<file path="config.mk">
export PLATFORM = sky130hd
export DESIGN_NAME = pwm_saw_timer
export DESIGN_NICKNAME = d
export VERILOG_FILES = /design/src/rtl/pwm_saw_pkg.sv /design/src/rtl/pwm_saw_prescaler.sv /design/src/rtl/pwm_saw_counter.sv /design/src/rtl/pwm_saw_pin.sv /design/src/rtl/pwm_saw_timer.sv
export SDC_FILE = /design/constraint.sdc
export NUM_CORES = 1
export LEC_CHECK = 0
export ABC_CLOCK_PERIOD_IN_PS = 3100
export BUFFER_PORTS_ARGS = -buffer_cell sky130_fd_sc_hd__buf_2
export CAP_MARGIN = 10
export CORE_ASPECT_RATIO = 1.2
export CORE_MARGIN = 4
export CORE_UTILIZATION = 35
export CTS_CLUSTER_DIAMETER = 30
export CTS_CLUSTER_SIZE = 30
export DETAILED_ROUTE_END_ITERATION = 8
export PLACE_DENSITY = 0.55
export SLEW_MARGIN = 10
export SYNTH_ARGS = -nofsm -noshare
export SYNTH_HDL_FRONTEND = slang
export SYNTH_SLANG_ARGS = --single-unit
</file>
<file path="constraint.sdc">
create_clock -name clk -period 3.1 [get_ports clk]
set_input_delay 0.62 -clock clk [delete_from_list [all_inputs] [get_ports clk]]
set_output_delay 0.62 -clock clk [all_outputs]
set_load 0.03 [all_outputs]
</file>
<file path="src/rtl/pwm_saw_pkg.sv">
package pwm_saw_pkg;

   // register byte offsets
   localparam int OFS_CTRL = 'h00;
   localparam int OFS_DIR  = 'h04;
   localparam int OFS_PINS = 'h08;
   localparam int OFS_CNT  = 'h0C;
   localparam int OFS_CMP0 = 'h10;   // pin i compare at OFS_CMP0 + 4*i
   localparam int OFS_PER  = 'h18;

   // control fields
   localparam int CTRL_RUN_BIT = 0;
   localparam int MODE_LSB     = 16;
   localparam int MODE_W       = 3;
   localparam int PSC_LSB      = 24;
   localparam int PSC_W        = 3;
   localparam int DIR_W        = 2;
   localparam logic [MODE_W-1:0] MODE_SAW = '0;

   // pin control fields
   localparam int PIN_CODE_W = 5;
   localparam int PIN_STRIDE = 16;
   localparam int PIN_EN_OFS = 8;
   localparam int NUM_PINS   = 2;

   typedef enum logic [1:0] {
      ACT_HOLD   = 2'b00,
      ACT_LOW    = 2'b01,
      ACT_HIGH   = 2'b10,
      ACT_TOGGLE = 2'b11
   } pin_act_e;

   typedef struct packed {
      logic     init_lvl;   // bit 4
      pin_act_e end_act;    // bits 3:2
      pin_act_e cmp_act;    // bits 1:0
   } pin_code_t;

   function automatic logic apply_act(input pin_act_e act, input logic cur);
      case (act)
         ACT_LOW:    return 1'b0;
         ACT_HIGH:   return 1'b1;
         ACT_TOGGLE: return ~cur;
         default:    return cur;
      endcase
   endfunction

endpackage

</file>
<file path="src/rtl/pwm_saw_prescaler.sv">
module pwm_saw_prescaler #(
   parameter int CODE_W    = 3,
   parameter int MAX_CODE  = 5,
   parameter int STEP_LOG2 = 2
) (
   input  logic              clk,
   input  logic              rst_n,
   input  logic              run,
   input  logic [CODE_W-1:0] code,
   output logic              tick
);
   localparam int DIV_W = MAX_CODE * STEP_LOG2;

   if (MAX_CODE < 1 || DIV_W > 30 || STEP_LOG2 < 1) begin : g_bad_div
      $error("pwm_saw_prescaler: divider range out of bounds");
   end
   if (MAX_CODE >= (1 << CODE_W)) begin : g_bad_code
      $error("pwm_saw_prescaler: MAX_CODE does not fit CODE_W");
   end

   logic [CODE_W-1:0] code_c;
   logic [31:0]       div_full;
   logic [DIV_W-1:0]  div_m1;
   logic [DIV_W-1:0]  p_cnt;

   always_comb begin
      code_c   = (int'(code) > MAX_CODE) ? CODE_W'(MAX_CODE) : code;
      div_full = (32'd1 << (STEP_LOG2 * int'(code_c))) - 32'd1;
      div_m1   = div_full[DIV_W-1:0];
   end

   assign tick = run && (p_cnt == div_m1);

   always_ff @(posedge clk or negedge rst_n) begin
      if (!rst_n)              p_cnt <= '0;
      else if (!run || tick)   p_cnt <= '0;
      else                     p_cnt <= p_cnt + 1'b1;
   end

   // the divider count never passes the selected terminal value
   p_pcnt_bound_r3: assert property (@(posedge clk) disable iff (!rst_n)
      run |-> (p_cnt <= div_m1));

endmodule

</file>
<file path="src/rtl/pwm_saw_counter.sv">
module pwm_saw_counter #(
   parameter int CNT_W = 32
) (
   input  logic             clk,
   input  logic             rst_n,
   input  logic             step,
   input  logic [CNT_W-1:0] period,
   input  logic             sw_we,
   input  logic [CNT_W-1:0] sw_val,
   output logic [CNT_W-1:0] cnt,
   output logic             wrap
);
   assign wrap = step && (cnt >= period);

   always_ff @(posedge clk or negedge rst_n) begin
      if (!rst_n)      cnt <= '0;
      else if (sw_we)  cnt <= sw_val;
      else if (wrap)   cnt <= '0;
      else if (step)   cnt <= cnt + 1'b1;
   end

   p_wrap_zero_r6: assert property (@(posedge clk) disable iff (!rst_n)
      (wrap && !sw_we) |=> (cnt == '0));

   p_step_inc_r5: assert property (@(posedge clk) disable iff (!rst_n)
      (step && !wrap && !sw_we) |=> (cnt == CNT_W'($past(cnt) + 1'b1)));

   p_idle_hold_r5: assert property (@(posedge clk) disable iff (!rst_n)
      (!step && !sw_we) |=> $stable(cnt));

endmodule

</file>
<file path="src/rtl/pwm_saw_pin.sv">
module pwm_saw_pin
   import pwm_saw_pkg::*;
#(
   parameter int CNT_W = 32
) (
   input  logic                  clk,
   input  logic                  rst_n,
   input  logic [PIN_CODE_W-1:0] code,
   input  logic                  en,
   input  logic                  run,
   input  logic                  load,
   input  logic                  step,
   input  logic                  wrap,
   input  logic [CNT_W-1:0]      cnt,
   input  logic [CNT_W-1:0]      cmp,
   output logic                  pin,
   output logic                  pin_en
);
   pin_code_t pc;
   logic      match;
   logic      level_q;

   assign pc    = pin_code_t'(code);
   assign match = step && !wrap && (cnt == cmp);

   always_ff @(posedge clk or negedge rst_n) begin
      if (!rst_n)      level_q <= 1'b0;
      else if (load)   level_q <= pc.init_lvl;
      else if (wrap)   level_q <= apply_act(pc.end_act, level_q);
      else if (match)  level_q <= apply_act(pc.cmp_act, level_q);
   end

   assign pin    = en && run && level_q;
   assign pin_en = en;

   p_load_init_r8: assert property (@(posedge clk) disable iff (!rst_n)
      load |=> (level_q == $past(pc.init_lvl)));

   p_end_prio_r9: assert property (@(posedge clk) disable iff (!rst_n)
      (wrap && !load && pc.end_act == ACT_HIGH) |=> level_q);

   p_quiet_hold_r9: assert property (@(posedge clk) disable iff (!rst_n)
      (!wrap && !match && !load) |=> $stable(level_q));

endmodule

</file>
<file path="src/rtl/pwm_saw_timer.sv">
module pwm_saw_timer
   import pwm_saw_pkg::*;
#(
   parameter int CNT_W         = 32,
   parameter int ADDR_W        = 8,
   parameter int PSC_MAX_CODE  = 5,
   parameter int PSC_STEP_LOG2 = 2
) (
   input  logic              clk,
   input  logic              rst_n,
   input  logic              bus_we,
   input  logic [ADDR_W-1:0] bus_addr,
   input  logic [31:0]       bus_wdata,
   output logic [31:0]       bus_rdata,
   output logic              pwm_a,
   output logic              pwm_a_oe,
   output logic              pwm_b,
   output logic              pwm_b_oe
);
   if (CNT_W < 2 || CNT_W > 32) begin : g_bad_cnt
      $error("pwm_saw_timer: CNT_W must be 2..32");
   end
   if (ADDR_W < 5) begin : g_bad_addr
      $error("pwm_saw_timer: ADDR_W too small for register map");
   end

   logic                  run_q;
   logic [MODE_W-1:0]     mode_q;
   logic [PSC_W-1:0]      psc_q;
   logic [DIR_W-1:0]      dir_q;
   logic [CNT_W-1:0]      per_q;
   logic [PIN_CODE_W-1:0] code_q [NUM_PINS];
   logic                  en_q   [NUM_PINS];
   logic [CNT_W-1:0]      cmp_q  [NUM_PINS];
   logic                  pin_o  [NUM_PINS];
   logic                  pin_oe [NUM_PINS];

   logic                  wr_ctrl, wr_cnt, load, tick, step, wrap;
   logic [CNT_W-1:0]      cnt;
   logic                  unused_wdata;

   assign wr_ctrl = bus_we && (bus_addr == ADDR_W'(OFS_CTRL));
   assign wr_cnt  = bus_we && (bus_addr == ADDR_W'(OFS_CNT));
   assign load    = wr_ctrl && bus_wdata[CTRL_RUN_BIT] && !run_q;
   assign step    = tick && (mode_q == MODE_SAW);
   assign unused_wdata = ^bus_wdata;

   // shared channel registers
   always_ff @(posedge clk or negedge rst_n) begin
      if (!rst_n) begin
         run_q  <= 1'b0;
         mode_q <= '0;
         psc_q  <= '0;
         dir_q  <= '0;
         per_q  <= '0;
      end else if (bus_we) begin
         if (bus_addr == ADDR_W'(OFS_CTRL)) begin
            run_q <= bus_wdata[CTRL_RUN_BIT];
            if (!run_q) begin
               mode_q <= bus_wdata[MODE_LSB +: MODE_W];
               psc_q  <= bus_wdata[PSC_LSB +: PSC_W];
            end
         end
         if (bus_addr == ADDR_W'(OFS_DIR)) dir_q <= bus_wdata[DIR_W-1:0];
         if (bus_addr == ADDR_W'(OFS_PER)) per_q <= bus_wdata[CNT_W-1:0];
      end
   end

   pwm_saw_prescaler #(
      .CODE_W    (PSC_W),
      .MAX_CODE  (PSC_MAX_CODE),
      .STEP_LOG2 (PSC_STEP_LOG2)
   ) u_psc (
      .clk   (clk),
      .rst_n (rst_n),
      .run   (run_q),
      .code  (psc_q),
      .tick  (tick)
   );

   pwm_saw_counter #(.CNT_W(CNT_W)) u_cnt (
      .clk    (clk),
      .rst_n  (rst_n),
      .step   (step),
      .period (per_q),
      .sw_we  (wr_cnt),
      .sw_val (bus_wdata[CNT_W-1:0]),
      .cnt    (cnt),
      .wrap   (wrap)
   );

   // per-pin registers and waveform generators
   for (genvar i = 0; i < NUM_PINS; i++) begin : g_pin
      localparam int CODE_LSB = i * PIN_STRIDE;
      localparam int EN_BIT   = i * PIN_STRIDE + PIN_EN_OFS;
      localparam int CMP_OFS  = OFS_CMP0 + 4 * i;

      always_ff @(posedge clk or negedge rst_n) begin
         if (!rst_n) begin
            code_q[i] <= '0;
            en_q[i]   <= 1'b0;
            cmp_q[i]  <= '0;
         end else if (bus_we) begin
            if (bus_addr == ADDR_W'(OFS_PINS)) begin
               code_q[i] <= bus_wdata[CODE_LSB +: PIN_CODE_W];
               en_q[i]   <= bus_wdata[EN_BIT];
            end
            if (bus_addr == ADDR_W'(CMP_OFS)) cmp_q[i] <= bus_wdata[CNT_W-1:0];
         end
      end

      pwm_saw_pin #(.CNT_W(CNT_W)) u_pin (
         .clk    (clk),
         .rst_n  (rst_n),
         .code   (code_q[i]),
         .en     (en_q[i]),
         .run    (run_q),
         .load   (load),
         .step   (step),
         .wrap   (wrap),
         .cnt    (cnt),
         .cmp    (cmp_q[i]),
         .pin    (pin_o[i]),
         .pin_en (pin_oe[i])
      );
   end

   assign pwm_a    = pin_o[0];
   assign pwm_a_oe = pin_oe[0];
   assign pwm_b    = pin_o[1];
   assign pwm_b_oe = pin_oe[1];

   // read mux
   always_comb begin
      bus_rdata = '0;
      if (bus_addr == ADDR_W'(OFS_CTRL)) begin
         bus_rdata[CTRL_RUN_BIT]          = run_q;
         bus_rdata[MODE_LSB +: MODE_W]    = mode_q;
         bus_rdata[PSC_LSB +: PSC_W]      = psc_q;
      end
      if (bus_addr == ADDR_W'(OFS_DIR))  bus_rdata[DIR_W-1:0] = dir_q;
      if (bus_addr == ADDR_W'(OFS_PINS)) begin
         for (int i = 0; i < NUM_PINS; i++) begin
            bus_rdata[i*PIN_STRIDE +: PIN_CODE_W]     = code_q[i];
            bus_rdata[i*PIN_STRIDE + PIN_EN_OFS]      = en_q[i];
         end
      end
      if (bus_addr == ADDR_W'(OFS_CNT))  bus_rdata[CNT_W-1:0] = cnt;
      for (int i = 0; i < NUM_PINS; i++) begin
         if (bus_addr == ADDR_W'(OFS_CMP0 + 4 * i)) bus_rdata[CNT_W-1:0] = cmp_q[i];
      end
      if (bus_addr == ADDR_W'(OFS_PER))  bus_rdata[CNT_W-1:0] = per_q;
   end

   // configuration is frozen while the counter runs
   p_cfg_lock_r4: assert property (@(posedge clk) disable iff (!rst_n)
      run_q |=> ($stable(mode_q) && $stable(psc_q)));

endmodule

</file>
==> Yosys cells after proc, flatten, opt, wreduce, memory -nomap -nowiden <==
Index checks and enable logic that the tools add are counted.
W data, S select, Z words.
{ "word_totals": {"register_bits": 161, "latchBits": 0, "ramBits": 0, "mem_bits_ro": 0, "input_bits": 43, "output_inout_bits": 36, "word_cells": 107, "n_memories": 0} }
{ "classes": {"addsub": 3, "n_mul": 0, "div_mod_pow": 0, "magnitude_cmp": 2, "eq_ne": 23, "shifts": 1, "n_mux": 27, "n_bitwise": 3, "n_reduce_logical": 33} }
{ "op_table": {"columns": ["op", "n"], "rows": [
  ["$mux W32", 7],
  ["$eq A32 B32 Y1", 2],
  ["$add A32 B1 Y32 const B", 1],
  ["$ge A32 B32 Y1", 1],
  ["$eq A8 B5 Y1 const B", 3],
  ["$eq A2 B2 Y1 const B", 8],
  ["$eq A8 B4 Y1 const B", 2],
  ["$logic_and A1 B1 Y1", 14],
  ["$pmux W1 S3", 4],
  ["$reduce_and A2 Y1", 6],
  ["$add A10 B1 Y10 const B", 1],
  ["$eq A10 B10 Y1", 1],
  ["$mux W10", 1],
  ["$mux W5", 2],
  ["$ne A5 B5 Y1 const B", 2],
  ["$reduce_bool A5 Y1", 2],
  ["$shl A1 B4 Y10 const A", 1],
  ["$sub A10 B1 Y10 const B", 1],
  ["$mux W1", 9],
  ["$mux W3", 3],
  ["$reduce_and A3 Y1", 3],
  ["$reduce_bool A3 Y1", 3],
  ["$eq A2 B1 Y1 const B", 4],
  ["$eq A8 B3 Y1 const B", 1],
  ["other kinds (7)", 10]
]} }

==> Depth between registers and ports, before layout <==
{ "logic_depth": {"ltp_word": 14, "mapped_depth": 12, "depth_no_buf": 9} }

==> Modules after synthesis <==
From an unflattened synthesis, not the netlist that was laid out.
{ "unflattened": {"hier_cells": 1086, "area_unflattened_um2": 10933.0} }
{ "by_module_without_submodules": {"columns": ["mod", "instances", "cells_each", "area_each_um2", "seq_area_each_um2"], "rows": [
  ["pwm_saw_timer", 1, 467, 5779.3, 2927.8],
  ["pwm_saw_counter", 1, 422, 3447.1, 800.8],
  ["pwm_saw_pin", 2, 63, 509.2, 25.0],
  ["pwm_saw_prescaler", 1, 71, 688.2, 250.2]
]} }

==> Least setup slack after synthesis <==
No wires, ideal clock.
{ "synth_path": {"path_type": "input-to-output", "from": "in bus_addr[1]", "to": "out bus_rdata[17]", "arrival_ps": 2689, "t_required_ps": 2480, "path_slack_ps": -209, "stages": 8, "path_buffers": 1, "path_cell_list": "or4_1 or3_1 nor2_1 clkbuf_1 nand2_1 o21ai_0 a221oi_1 a21oi_1"} }
{ "synth_between": {"elab_chain_len": 7, "word_cells_on_any_way": 12, "classes_between": "5 x eq/ne; 6 x mux; 1 x reduce/logical"} }
{ "synth_rtl": {"columns": ["element", "line", "rtl"], "rows": [
  ["start, declared", "pwm_saw_timer.sv:12", "input logic [ADDR_W-1:0] bus_addr,"],
  ["$logic_not A8 Y1", "pwm_saw_timer.sv:136", "if (bus_addr == ADDR_W'(OFS_CTRL)) begin"],
  ["$mux W3", "pwm_saw_timer.sv:136", null],
  ["$mux W5", "pwm_saw_timer.sv:142", "if (bus_addr == ADDR_W'(OFS_PINS)) begin"],
  ["$mux W32", "pwm_saw_timer.sv:148", "if (bus_addr == ADDR_W'(OFS_CNT)) bus_rdata[CNT_W-1:0] = cnt;"],
  ["$mux W32 (2 in series)", "pwm_saw_timer.sv:150", "if (bus_addr == ADDR_W'(OFS_CMP0 + 4 * i)) bus_rdata[CNT_W-1:0] = cmp_q[i];"],
  ["$mux W32 *", "pwm_saw_timer.sv:152", "if (bus_addr == ADDR_W'(OFS_PER)) bus_rdata[CNT_W-1:0] = per_q;"],
  ["end, declared", "pwm_saw_timer.sv:14", "output logic [31:0] bus_rdata,"]
]} }
Mark *: on every way between the ends. The rest lies on a longest branch, timed or not.

==> Worst setup path in the final report <==
{ "layout_path": {"from": "in bus_addr[1]", "to": "out bus_rdata[16]"} }
Same word-level chain as after synthesis.

==> flow_summary.yaml <==
yosys:
  synth_top_area_share_pct: 40.20
  syn_area_um2: 10020
  synth_commonest_cells: "161 x dfrtp_1, 118 x mux2_2, 83 x nand2_1"
  netlist_top_cells_area: "dfrtp_1 40%, mux2_2 13%, ha_1 4.9%"
  ys_ff_latch: 161
  yosys_warnings: 0
  synth_cell_type_count: 58
  synth_area_per_cell_um2: 9.673
  ys_seq_area_share_pct: 40.20
  yosysMostFrequentCell: "dfrtp_1"
  async_reset_ff_share_pct: 100.0
  syn_nets: 1118
  synth_cells: 1036
  synth_top_area_cell: "dfrtp_1"
  synth-main-ff-cell: "dfrtp_1"
  synth_edf_count: 0
critical_path:
  worstPathMaxFanout: 4
  path_class: "input pin to output port"
  arrival_ns: 2.44
  end_kind: "output port"
  critPathLaunchType: "input pin"
  cp.required_ns: 2.48
global_routing:
  grt_antenna_before_repair: 0
  grtUsageTotal_pct: 20.78
  grt_max_degree: 64
  grt_pass1_vias: 8637
  grt_remaining_overflow: 0
  grt_pass1_wl_mm: 50.83
cells_and_area:
  drive_gt1_share_pct: 32.88
  n_antenna_cell: 0
  nets: 1249
  syn_to_final_growth_pct: 24.01
  design_area_um2: 12430
power:
  peakVddDrop_uv: 329.4
  leakagePower_nw: 5.624
  power_density_nw_per_um2: 610.5
die:
  die_x_um: 162.5
  pin_count: 79
  std_cell_rows: 67
  core_area_um2: 28080
  initial_utilization_pct: 35.68
  die_h_um: 193.4
  dieArea_um2: 31410
clock_network:
  cts_buffers: 17
  clockRootBuffer: "clkbuf_16"
  htreeDepth: 4
  worstSkewPairLatency_ns: 0.44
  cts_hold_buf: 0
  clk_path_buf_depth: 2
  cts_tree: "built"
  cts_sinks: 161
  clkTransAtPathRegs_ns: 0.07
timing:
  post-route-period-util_pct: 98.83
  worst_pin_slew_ns: 0.7226
  setup_tns_ns: 0
  drv_slew: 0
  grt_setup_unrepaired: "true"
  setup_viol: 0
  hold_viol: 0
  max-slew-margin-rel_pct: 51.83
  fin_skew_ns: 0.01109
  timing.fmax_mhz: 326.4
  min_period_ns: 3.064
routing:
  dr_total_vias: 8510
  viasPerCell: 5.459
  remaining_drc_errors: 0
  firstDrtPassIters: 5
  ant_nets: 0
  drt-initial-drc-count: 594
  post_drt_wl_per_cell_um: 20.98
  totalWireLength_mm: 32.71
placement:
  dpl_cell_area_um2: 11590
  hpwl_mm: 24.75
  io_buffer_count: 78
  place.gp.congestion: 0.8930
outcome:
  status: "finished, final reports clean"
worst_hold_path:
  hold_path_class: "input pin to async pin"
job:
  drv_cap: 0
logic make-up (layout without fill, tap and decap cells):
group / Yosys count / count (layout) / synth area share (%)
buffers and inverters: 123 / 267 / 4.782
adders and majority gates: 39 / 39 / 4.870
and+or+nand+nor: 313 / 313 / 15.69
xor gates and xnor gates: 75 / 75 / 6.555
DFF: 161 / 161 / 40.20
muxes: 153 / 153 / 16.76
AOI/OAI and AO/OA: 172 / 172 / 11.14
repair_timing:
| item | CTS | global route |
|---|---|---|
| endpoints found under the setup margin | 43 | 59 |
| cloned | 0 | 2 |
| buffers inserted | 1 | 3 |
| resized for setup | 18 | 35 |
| pin swaps | 0 | 11 |
registers in the layout, indices dropped and copies added, names as in the netlist:
signal and count:
g_pin.u_pin.level_q 2, cmp_q 64, psc_q 3, per_q 32, mode_q 3, code_q 10, u_psc.p_cnt 10, en_q 2
dir_q 2, run_q 1, u_cnt.cnt 32
metrics by stage:
stage	hold slack [ns]	cells	utilization (%)	setup slack (ns)	total power [mW]
3_3_place_gp	0.4871	1521	41.28	-0.1122	5.394
3_5_place_dp	0.4932	1521	41.28	-0.1201	5.423
4_1_cts	0.2195	1554	43.59	0.002679	7.575
2_1_floorplan	0.3244	1036	-	-0.1648	4.278
5_1_grt	0.2284	1559	44.25	-0.01612	7.997
6_report	0.1935	1559	44.25	0.03619	7.587
power breakdown:
part | switching [mW] | internal [mW]
clock network | 0.950 | 1.16
logic | 1.72 | 1.21
registers | 0.177 | 2.36
worst max-delay path: stages:
cell and delay (ns):
buf_6 0.09, or4_4 0.55, or3_4 0.38, nor2_4 0.11, buf_4 0.13, buf_4 0.12
a22o_1 0.14, a221o_1 0.14, buf_4 0.17
worst paths after layout:
path / cells after the start / from / to / slack (ns)
setup / recovery: 9 / bus_addr[1] / bus_rdata[16] / 0.04
hold / removal: 1 / rst_n / u_psc.p_cnt[3] / 0.19
setup reg to reg: 12 / psc_q[2] / u_cnt.cnt[26] / 0.07
hold reg to reg: 1 / per_q[30] / per_q[30] / 0.50
max in group asynchronous: 2 / rst_n / per_q[6] / 2.12
min in group clk: 3 / bus_wdata[30] / cmp_q[30] / 0.45
final cells by class:
class	instances	area [um^2]
fill	2766	15660
inverter	45	168.9
sequential	161	4029
tap	379	474.2
clock buffer	19	452.9
multi-input combinational	752	5758
timing repair buffer	190	1419
clock inverter	13	125.1
metal layers:
layer,part of all wire (%),up-vias,track usage (%)
li1,-,3995,-
met1,44,4253,27.85
met2,50,228,35.18
met3,4.3,34,2.767
met4,2.2,0,5.829
met5,0,-,0
cells in the final DEF, fill, tap and decap left out, types with 5 or more instances in the layout:
cell type,Yosys,layout
dfrtp_1,161,161
mux2_2,118,118
buf_4,0,104
nand2_1,83,81
buf_2,8,68
nor2_1,69,66
inv_1,45,45
xnor2_1,40,39
o21ai_0,42,39
ha_1,39,38
mux2i_1,35,35
xor2_1,35,34
nand4_1,28,28
a31oi_1,28,27
a21oi_1,31,27
nor3_1,29,27
nand3_1,25,24
clkbuf_16,0,17
nor4_1,14,13
o221ai_2,0,12
and3_1,11,11
nand3b_1,11,11
buf_12,0,10
o221ai_1,19,7
o22ai_1,8,7
a211oi_1,9,7
and2_1,7,6
nor3b_1,6,6
buf_6,1,6
or4_1,6,5
a22oi_1,5,5
inv_6,0,5
Power figures use the tool's default switching activity.
